**src/rtl/frame_rx_pkg.sv**
```systemverilog
package frame_rx_pkg;

    localparam int FRX_MAX_BITS = 9;
    localparam int FRX_CNT_W    = 4;

    typedef enum logic [2:0] {
        ST_IDLE,
        ST_START,
        ST_DATA,
        ST_PAR,
        ST_STOP1,
        ST_STOP2
    } frx_state_t;

    typedef struct packed {
        logic stb;
        logic val;
    } bit_evt_t;

    function automatic logic [FRX_CNT_W-1:0] data_bits(input logic [2:0] code);
        case (code)
            3'd0:    data_bits = FRX_CNT_W'(5);
            3'd1:    data_bits = FRX_CNT_W'(6);
            3'd2:    data_bits = FRX_CNT_W'(7);
            3'd3:    data_bits = FRX_CNT_W'(8);
            default: data_bits = FRX_CNT_W'(FRX_MAX_BITS);
        endcase
    endfunction

    function automatic logic par_on(input logic [1:0] pm);
        par_on = (pm == 2'd1) || (pm == 2'd2);
    endfunction

    function automatic logic par_odd(input logic [1:0] pm);
        par_odd = (pm == 2'd2);
    endfunction

    function automatic logic maj3(input logic a, input logic b, input logic c);
        maj3 = (a & b) | (a & c) | (b & c);
    endfunction

endpackage

```
**src/rtl/frx_sync.sv**
```systemverilog
module frx_sync #(
    parameter int             W      = 2,
    parameter int             STAGES = 2,
    parameter logic [W-1:0]   INIT   = '0
) (
    input  logic         clk,
    input  logic         rst,
    input  logic [W-1:0] d,
    output logic [W-1:0] q
);
    logic [W-1:0] stg [STAGES];

    always_ff @(posedge clk) begin
        if (rst) stg[0] <= INIT;
        else     stg[0] <= d;
    end

    for (genvar i = 1; i < STAGES; i++) begin : g_stage
        always_ff @(posedge clk) begin
            if (rst) stg[i] <= INIT;
            else     stg[i] <= stg[i-1];
        end
    end

    assign q = stg[STAGES-1];
endmodule

```
**src/rtl/frx_sampler.sv**
```systemverilog
module frx_sampler
    import frame_rx_pkg::*;
#(
    parameter int OS_RATE = 16
) (
    input  logic     clk,
    input  logic     rst,
    input  logic     line_s,
    input  logic     sclk_s,
    input  logic     sync_mode,
    input  logic     clk_pol,
    input  logic     os_tick,
    input  logic     hunt,
    output logic     start_det,
    output bit_evt_t evt
);
    localparam int CW = $clog2(OS_RATE);
    localparam logic [CW-1:0] MID_C  = CW'(OS_RATE / 2);
    localparam logic [CW-1:0] EARLY  = CW'(OS_RATE / 2 - 1);
    localparam logic [CW-1:0] LATE   = CW'(OS_RATE / 2 + 1);
    localparam logic [CW-1:0] LAST   = CW'(OS_RATE - 1);

    logic          line_d, sclk_d, active;
    logic [CW-1:0] cnt;
    logic [1:0]    smp;
    logic          fall, sclk_edge, async_stb;

    assign fall      = line_d & ~line_s;
    assign sclk_edge = clk_pol ? (sclk_s & ~sclk_d) : (~sclk_s & sclk_d);
    assign start_det = hunt & ~sync_mode & fall;
    assign async_stb = active & os_tick & (cnt == LATE) & ~sync_mode;

    always_comb begin
        if (sync_mode) begin
            evt.stb = sclk_edge;
            evt.val = line_s;
        end else begin
            evt.stb = async_stb;
            evt.val = maj3(smp[0], smp[1], line_s);
        end
    end

    always_ff @(posedge clk) begin
        if (rst) begin
            line_d <= 1'b1;
            sclk_d <= 1'b0;
            active <= 1'b0;
            cnt    <= '0;
            smp    <= '0;
        end else begin
            line_d <= line_s;
            sclk_d <= sclk_s;
            if (start_det) begin
                active <= 1'b1;
                cnt    <= '0;
            end else if (hunt) begin
                active <= 1'b0;
            end else if (active && os_tick) begin
                cnt <= (cnt == LAST) ? '0 : cnt + 1'b1;
                if (cnt == EARLY) smp[0] <= line_s;
                if (cnt == MID_C) smp[1] <= line_s;
            end
        end
    end

    // a synchronous strobe only comes with a change of the synchronized clock
    p_sync_edge_r9: assert property (@(posedge clk) disable iff (rst)
        (sync_mode && evt.stb) |-> (sclk_s != sclk_d));

    // an asynchronous decision is only made inside an armed bit timer
    p_vote_armed_r8: assert property (@(posedge clk) disable iff (rst)
        (!sync_mode && evt.stb) |-> (active && !hunt));
endmodule

```
**src/rtl/frx_deframe.sv**
```systemverilog
module frx_deframe
    import frame_rx_pkg::*;
#(
    parameter int WORD_W = FRX_MAX_BITS
) (
    input  logic              clk,
    input  logic              rst,
    input  logic              sync_mode,
    input  logic [2:0]        data_len,
    input  logic [1:0]        par_mode,
    input  logic              two_stop,
    input  logic              start_det,
    input  bit_evt_t          evt,
    output logic              hunt,
    output logic [WORD_W-1:0] rx_word,
    output logic              rx_valid,
    output logic              par_err,
    output logic              frm_err
);
    localparam int IW = FRX_CNT_W;

    frx_state_t        st;
    logic [IW-1:0]     idx;
    logic [IW-1:0]     nbits;
    logic [WORD_W-1:0] sh;
    logic              acc, perr_q, ferr_q;

    assign nbits = data_bits(data_len);
    assign hunt  = (st == ST_IDLE);

    always_ff @(posedge clk) begin
        if (rst) begin
            st       <= ST_IDLE;
            idx      <= '0;
            sh       <= '0;
            acc      <= 1'b0;
            perr_q   <= 1'b0;
            ferr_q   <= 1'b0;
            rx_word  <= '0;
            rx_valid <= 1'b0;
            par_err  <= 1'b0;
            frm_err  <= 1'b0;
        end else begin
            rx_valid <= 1'b0;
            case (st)
                ST_IDLE: begin
                    if (start_det) begin
                        st <= ST_START;
                    end else if (sync_mode && evt.stb && !evt.val) begin
                        st     <= ST_DATA;
                        idx    <= '0;
                        sh     <= '0;
                        acc    <= 1'b0;
                        perr_q <= 1'b0;
                    end
                end
                ST_START: begin
                    if (evt.stb) begin
                        if (evt.val) begin
                            st <= ST_IDLE;
                        end else begin
                            st     <= ST_DATA;
                            idx    <= '0;
                            sh     <= '0;
                            acc    <= 1'b0;
                            perr_q <= 1'b0;
                        end
                    end
                end
                ST_DATA: begin
                    if (evt.stb) begin
                        sh[idx] <= evt.val;
                        acc     <= acc ^ evt.val;
                        if (idx == nbits - 1'b1)
                            st <= par_on(par_mode) ? ST_PAR : ST_STOP1;
                        else
                            idx <= idx + 1'b1;
                    end
                end
                ST_PAR: begin
                    if (evt.stb) begin
                        perr_q <= acc ^ evt.val ^ par_odd(par_mode);
                        st     <= ST_STOP1;
                    end
                end
                ST_STOP1: begin
                    if (evt.stb) begin
                        ferr_q <= ~evt.val;
                        if (two_stop) begin
                            st <= ST_STOP2;
                        end else begin
                            rx_valid <= 1'b1;
                            rx_word  <= sh;
                            par_err  <= perr_q;
                            frm_err  <= ~evt.val;
                            st       <= ST_IDLE;
                        end
                    end
                end
                ST_STOP2: begin
                    if (evt.stb) begin
                        rx_valid <= 1'b1;
                        rx_word  <= sh;
                        par_err  <= perr_q;
                        frm_err  <= ferr_q;
                        st       <= ST_IDLE;
                    end
                end
                default: st <= ST_IDLE;
            endcase
        end
    end

    // the completion pulse lasts one cycle
    p_valid_pulse_r10: assert property (@(posedge clk) disable iff (rst)
        rx_valid |=> !rx_valid);

    // the word only moves together with a valid pulse
    p_word_hold_r10: assert property (@(posedge clk) disable iff (rst)
        !rx_valid |-> $stable(rx_word));

    // a high start-bit centre sends the machine back to hunting
    p_glitch_drop_r7: assert property (@(posedge clk) disable iff (rst)
        (st == ST_START && evt.stb && evt.val) |=> (st == ST_IDLE));

    // the second stop decision completes the frame
    p_stop2_done_r6: assert property (@(posedge clk) disable iff (rst)
        (st == ST_STOP2 && evt.stb) |=> rx_valid);

    // the bit index stays inside the selected word length
    p_idx_range_r3: assert property (@(posedge clk) disable iff (rst)
        (st == ST_DATA) |-> (idx < nbits));

    // a parity decision is followed by the stop field
    p_par_next_r4: assert property (@(posedge clk) disable iff (rst)
        (st == ST_PAR && evt.stb) |=> (st == ST_STOP1));
endmodule

```
**src/rtl/frame_rx.sv**
```systemverilog
module frame_rx
    import frame_rx_pkg::*;
#(
    parameter int OS_RATE     = 16,
    parameter int SYNC_STAGES = 2,
    parameter int WORD_W      = FRX_MAX_BITS
) (
    input  logic              clk,
    input  logic              rst,
    input  logic              rx_line,
    input  logic              sclk_in,
    input  logic              sync_mode,
    input  logic              clk_pol,
    input  logic              os_tick,
    input  logic [2:0]        data_len,
    input  logic [1:0]        par_mode,
    input  logic              two_stop,
    output logic [WORD_W-1:0] rx_word,
    output logic              rx_valid,
    output logic              par_err,
    output logic              frm_err
);
    logic [1:0] raw_in, synced;
    logic       start_det, hunt;
    bit_evt_t   evt;

    assign raw_in = {sclk_in, rx_line};

    frx_sync #(
        .W      (2),
        .STAGES (SYNC_STAGES),
        .INIT   (2'b01)
    ) u_sync (
        .clk (clk),
        .rst (rst),
        .d   (raw_in),
        .q   (synced)
    );

    frx_sampler #(
        .OS_RATE (OS_RATE)
    ) u_sampler (
        .clk       (clk),
        .rst       (rst),
        .line_s    (synced[0]),
        .sclk_s    (synced[1]),
        .sync_mode (sync_mode),
        .clk_pol   (clk_pol),
        .os_tick   (os_tick),
        .hunt      (hunt),
        .start_det (start_det),
        .evt       (evt)
    );

    frx_deframe #(
        .WORD_W (WORD_W)
    ) u_deframe (
        .clk       (clk),
        .rst       (rst),
        .sync_mode (sync_mode),
        .data_len  (data_len),
        .par_mode  (par_mode),
        .two_stop  (two_stop),
        .start_det (start_det),
        .evt       (evt),
        .hunt      (hunt),
        .rx_word   (rx_word),
        .rx_valid  (rx_valid),
        .par_err   (par_err),
        .frm_err   (frm_err)
    );
endmodule

```
**config.mk**
```make
export PLATFORM = sky130hd
export DESIGN_NAME = frame_rx
export DESIGN_NICKNAME = d
export VERILOG_FILES = /design/src/rtl/frame_rx_pkg.sv /design/src/rtl/frx_sync.sv /design/src/rtl/frx_sampler.sv /design/src/rtl/frx_deframe.sv /design/src/rtl/frame_rx.sv
export SDC_FILE = /design/constraint.sdc
export NUM_CORES = 1
export LEC_CHECK = 0
export BUFFER_PORTS_ARGS = -buffer_cell sky130_fd_sc_hd__buf_2
export CORE_MARGIN = 2
export CORE_UTILIZATION = 28
export DETAILED_ROUTE_END_ITERATION = 12
export HOLD_SLACK_MARGIN = 0.03
export PLACE_DENSITY = 0.47
export SYNTH_ARGS = -nofsm -noshare
export SYNTH_HDL_FRONTEND = slang
export SYNTH_HIERARCHICAL = 1
export SYNTH_SLANG_ARGS = --single-unit
```
**constraint.sdc**
```tcl
create_clock -name clk -period 3.4 [get_ports clk]
set_input_delay 0.51 -clock clk [delete_from_list [all_inputs] [get_ports clk]]
set_output_delay 0.51 -clock clk [all_outputs]
set_load 0.01 [all_outputs]
```
==> out/results.ini <==
[critical_path]
cpPeakStageDelay_ns=0.58
required_ns=3.62
r2r_slack_ns=0.61
cpMaxStageDelayCell=dfxtp_1
start_kind=flop
critPathKind=flop to flop
timing.critical_path.from=u_deframe/st[0]
crit_fanout=12
path_cells=nor3_1, and4bb_2, nand2b_1, a2111o_1, or2_0, or4_1, a31oi_1
crit_path_end_kind=flop
crit_buf_inv=0
crit-reg2reg-launch=u_deframe/st[0]
ff2ff_path_depth=7
r2r_end=u_deframe/idx[0]
cp_top_family=simple AND/OR/NAND/NOR gates
arrival_ns=3.02

[status]
outcome=finished clean

[place]
io_buffers=24
dp.cells=372
gp_congestion=0.737
pre_cts_ws_ns=0.558
dpl.hpwl_mm=3.35

[sta]
drv_slew=0
finalHoldViolCount=0
setup_ws_ns=0.605
timing.fmax_ghz=0.358
hold_ws_ns=0.387
worst_pin_slew_ns=0.666
final-setup-viol-count=0
period_needed_ns=2.79
fin_crit_sh_pct=82.2
rsz0062_at_grt=no
slew_headroom_pct=55.2
finalSetupTns_ns=0
clock-skew-final_ns=0.00421

[finish]
final-instance-count-excl-fill=380
fill_cells=822
antenna_cells=0
drive_gt1_share_pct=14.4
syn2layout_area_growth_pct=15.4
nNetsFinal=299

[hold_path]
hold_path_depth=2
hold_path_end=u_sync/stg[0][0]
hold_class=input port to flop
worstHoldStart=rx_line

[die]
die_area_sq_mm=0.00866
core_area_sq_mm=0.00769
die_w_um=93.1
io_pins=25
die_h_um=93.1
rows=32
initial_core_util_pct=28.9

[logic_synthesis]
syn_inst=253
synthesis.area_sq_mm=0.00222
yosysWarnings=6
ys_seq_elements=44
yosys.cell_types.count=54
async_reset_ff_share_pct=0
synth_edf_count=0
ys_seq_area_share_pct=39.7
synthFlopType=dfxtp_1
avgSynthCellArea_sq_um=8.78
syn_nets=275

[global_route]
grt_util_met2_pct=17.6
antenna_found_initial=0
overflow=0
grt_pass1_vias=1681
met1_usage_pct=16.1
busiest_layer=met2
use_met3_pct=2.50
grt_usage_pct=11.6
grt_max_degree=33
grt_pass1_wl_mm=8.06

[cts]
root_buffer=clkbuf_8
cts-resized-gates=0
cts_buffers=5
clkSlewWorstSetupHoldPaths_ns=0.08
cts_tree=yes
cts_sinks=44
hold_buffers=0
clock_latency_ns=0.29
htreeDepth=2
clockBufferDepth=2
cts_setup_buffers=0

[job]
cap_viol_max_count=0

[pwr]
irDropWorstVdd_mv=0.215
report.power.total_mw=1.01
leakage_nw=1.00
power_density_mw_per_mm2=393

[drt]
drt_iter0_drc=104
routedWlPerCell_um=12.6
drt-total-wl_mm=4.77
first_pass_iters=4
drc=0
via_count=1816
drtAntennaViolNets=0
avgViaCountPerCell=4.78

-- power by group --
group          internal [mW]  switching (mW)  total (mW)  leakage [nW]
sequential             0.519         0.00302       0.522         0.355
clock                  0.240           0.179       0.420        0.0614
combinational         0.0260          0.0400      0.0660         0.587
total                  0.785           0.222        1.01          1.00
-- metal layers --
metal / part of all wire, % / wire length, um / vias up
met3: 3.3 / 159 / 4
li1: - / - / 937
met4: 1.1 / 53 / 0
met5: 0 / 0 / -
met1: 52 / 2490 / 841
met2: 43 / 2070 / 34
-- state kept, by name, indices dropped and copies added, names as in the netlist --
| signal | count |
|---|---|
| u_sampler/sclk_d | 1 |
| u_deframe/frm_err | 1 |
| u_deframe/idx | 4 |
| u_sampler/cnt | 4 |
| u_deframe/rx_word | 9 |
| u_deframe/rx_valid | 1 |
| u_deframe/acc | 1 |
| u_deframe/ferr_q | 1 |
| u_deframe/st | 3 |
| u_deframe/perr_q | 1 |
| u_sync/stg | 4 |
| u_sampler/smp | 2 |
| u_sampler/line_d | 1 |
| u_deframe/sh | 9 |
| u_deframe/par_err | 1 |
| u_sampler/active | 1 |
-- cell usage in the layout (no fill, tap or decap), types with 3 or more instances in the layout --
cell type  synthesis  layout
nand2b_1           7       7
inv_1              9       9
xor2_1             4       4
clkbuf_8           0       6
or2_1              3       3
a31oi_1            4       4
nor3_1             4       4
nor2b_1            8       8
dfxtp_1           44      44
ha_1               9       9
buf_2              3      24
or4_1              3       3
buf_4              0       3
nand2_1           24      24
and2_1             3       3
mux2i_1           22      22
nor2_1            26      26
nand3_1            6       6
o21ai_0           10      10
xnor2_1            3       3
a21oi_1           13      13
-- metrics by stage --
step / utilization (%) / instance area (sq um)
after detailed placement: 31.8 / 2440
after CTS: 33.3 / 2560
after global placement: 31.8 / 2440
after global routing: 33.3 / 2560
after floorplan: - / 2220
final: 33.3 / 2560
-- final cells by class --
class / count / area, sq um / share of cell area [%]
flip-flops and latches: 44 / 881 / 34.4
repair buffers: 27 / 143 / 5.57
multi-input cells: 188 / 1250 / 48.7
well taps: 102 / 128 / 4.98
clock buffers: 6 / 82.6 / 3.22
inverters: 11 / 41.3 / 1.61
clock inverters: 2 / 38.8 / 1.51
-- logic make-up after synthesis --
group / after synthesis / synth area share, %
and+or+nand+nor: 105 / 25.1
xor gates and xnor gates: 7 / 2.76
AOI/OAI and AO/OA: 45 / 13.4
DFF: 44 / 39.7
buffers and inverters: 21 / 4.11
muxes: 22 / 9.92
adders and majority gates: 9 / 5.07
-- synth_stat cells, types with 3 or more instances --
cell type  number  area share (%)
nand2_1        24             4.1
inv_1           9             1.5
nor3_1          4            0.90
and2_1          3            0.85
nor2b_1         8             2.3
or2_1           3            0.85
o21ai_0        10             2.3
dfxtp_1        44              40
ha_1            9             5.1
a31oi_1         4             1.1
nor2_1         26             4.4
xnor2_1         3             1.2
mux2i_1        22             9.9
nand3_1         6             1.4
clkbuf_1        5            0.85
or4_1           3             1.0
nand2b_1        7             2.0
a21oi_1        13             2.9
buf_2           3            0.68
xor2_1          4             1.6
-- worst max path at each step --
stage / to / slack [ns] / depth (start not counted)
after floorplan: u_deframe/idx[0] / 0.80 / 9
after global placement: u_deframe/idx[0] / 0.62 / 9
after detailed placement: u_deframe/idx[0] / 0.56 / 9
after CTS: u_deframe/idx[0] / 0.60 / 7
after global routing: u_deframe/idx[0] / 0.40 / 7
final: u_deframe/idx[0] / 0.61 / 7
(Power assumes the default switching activity.)
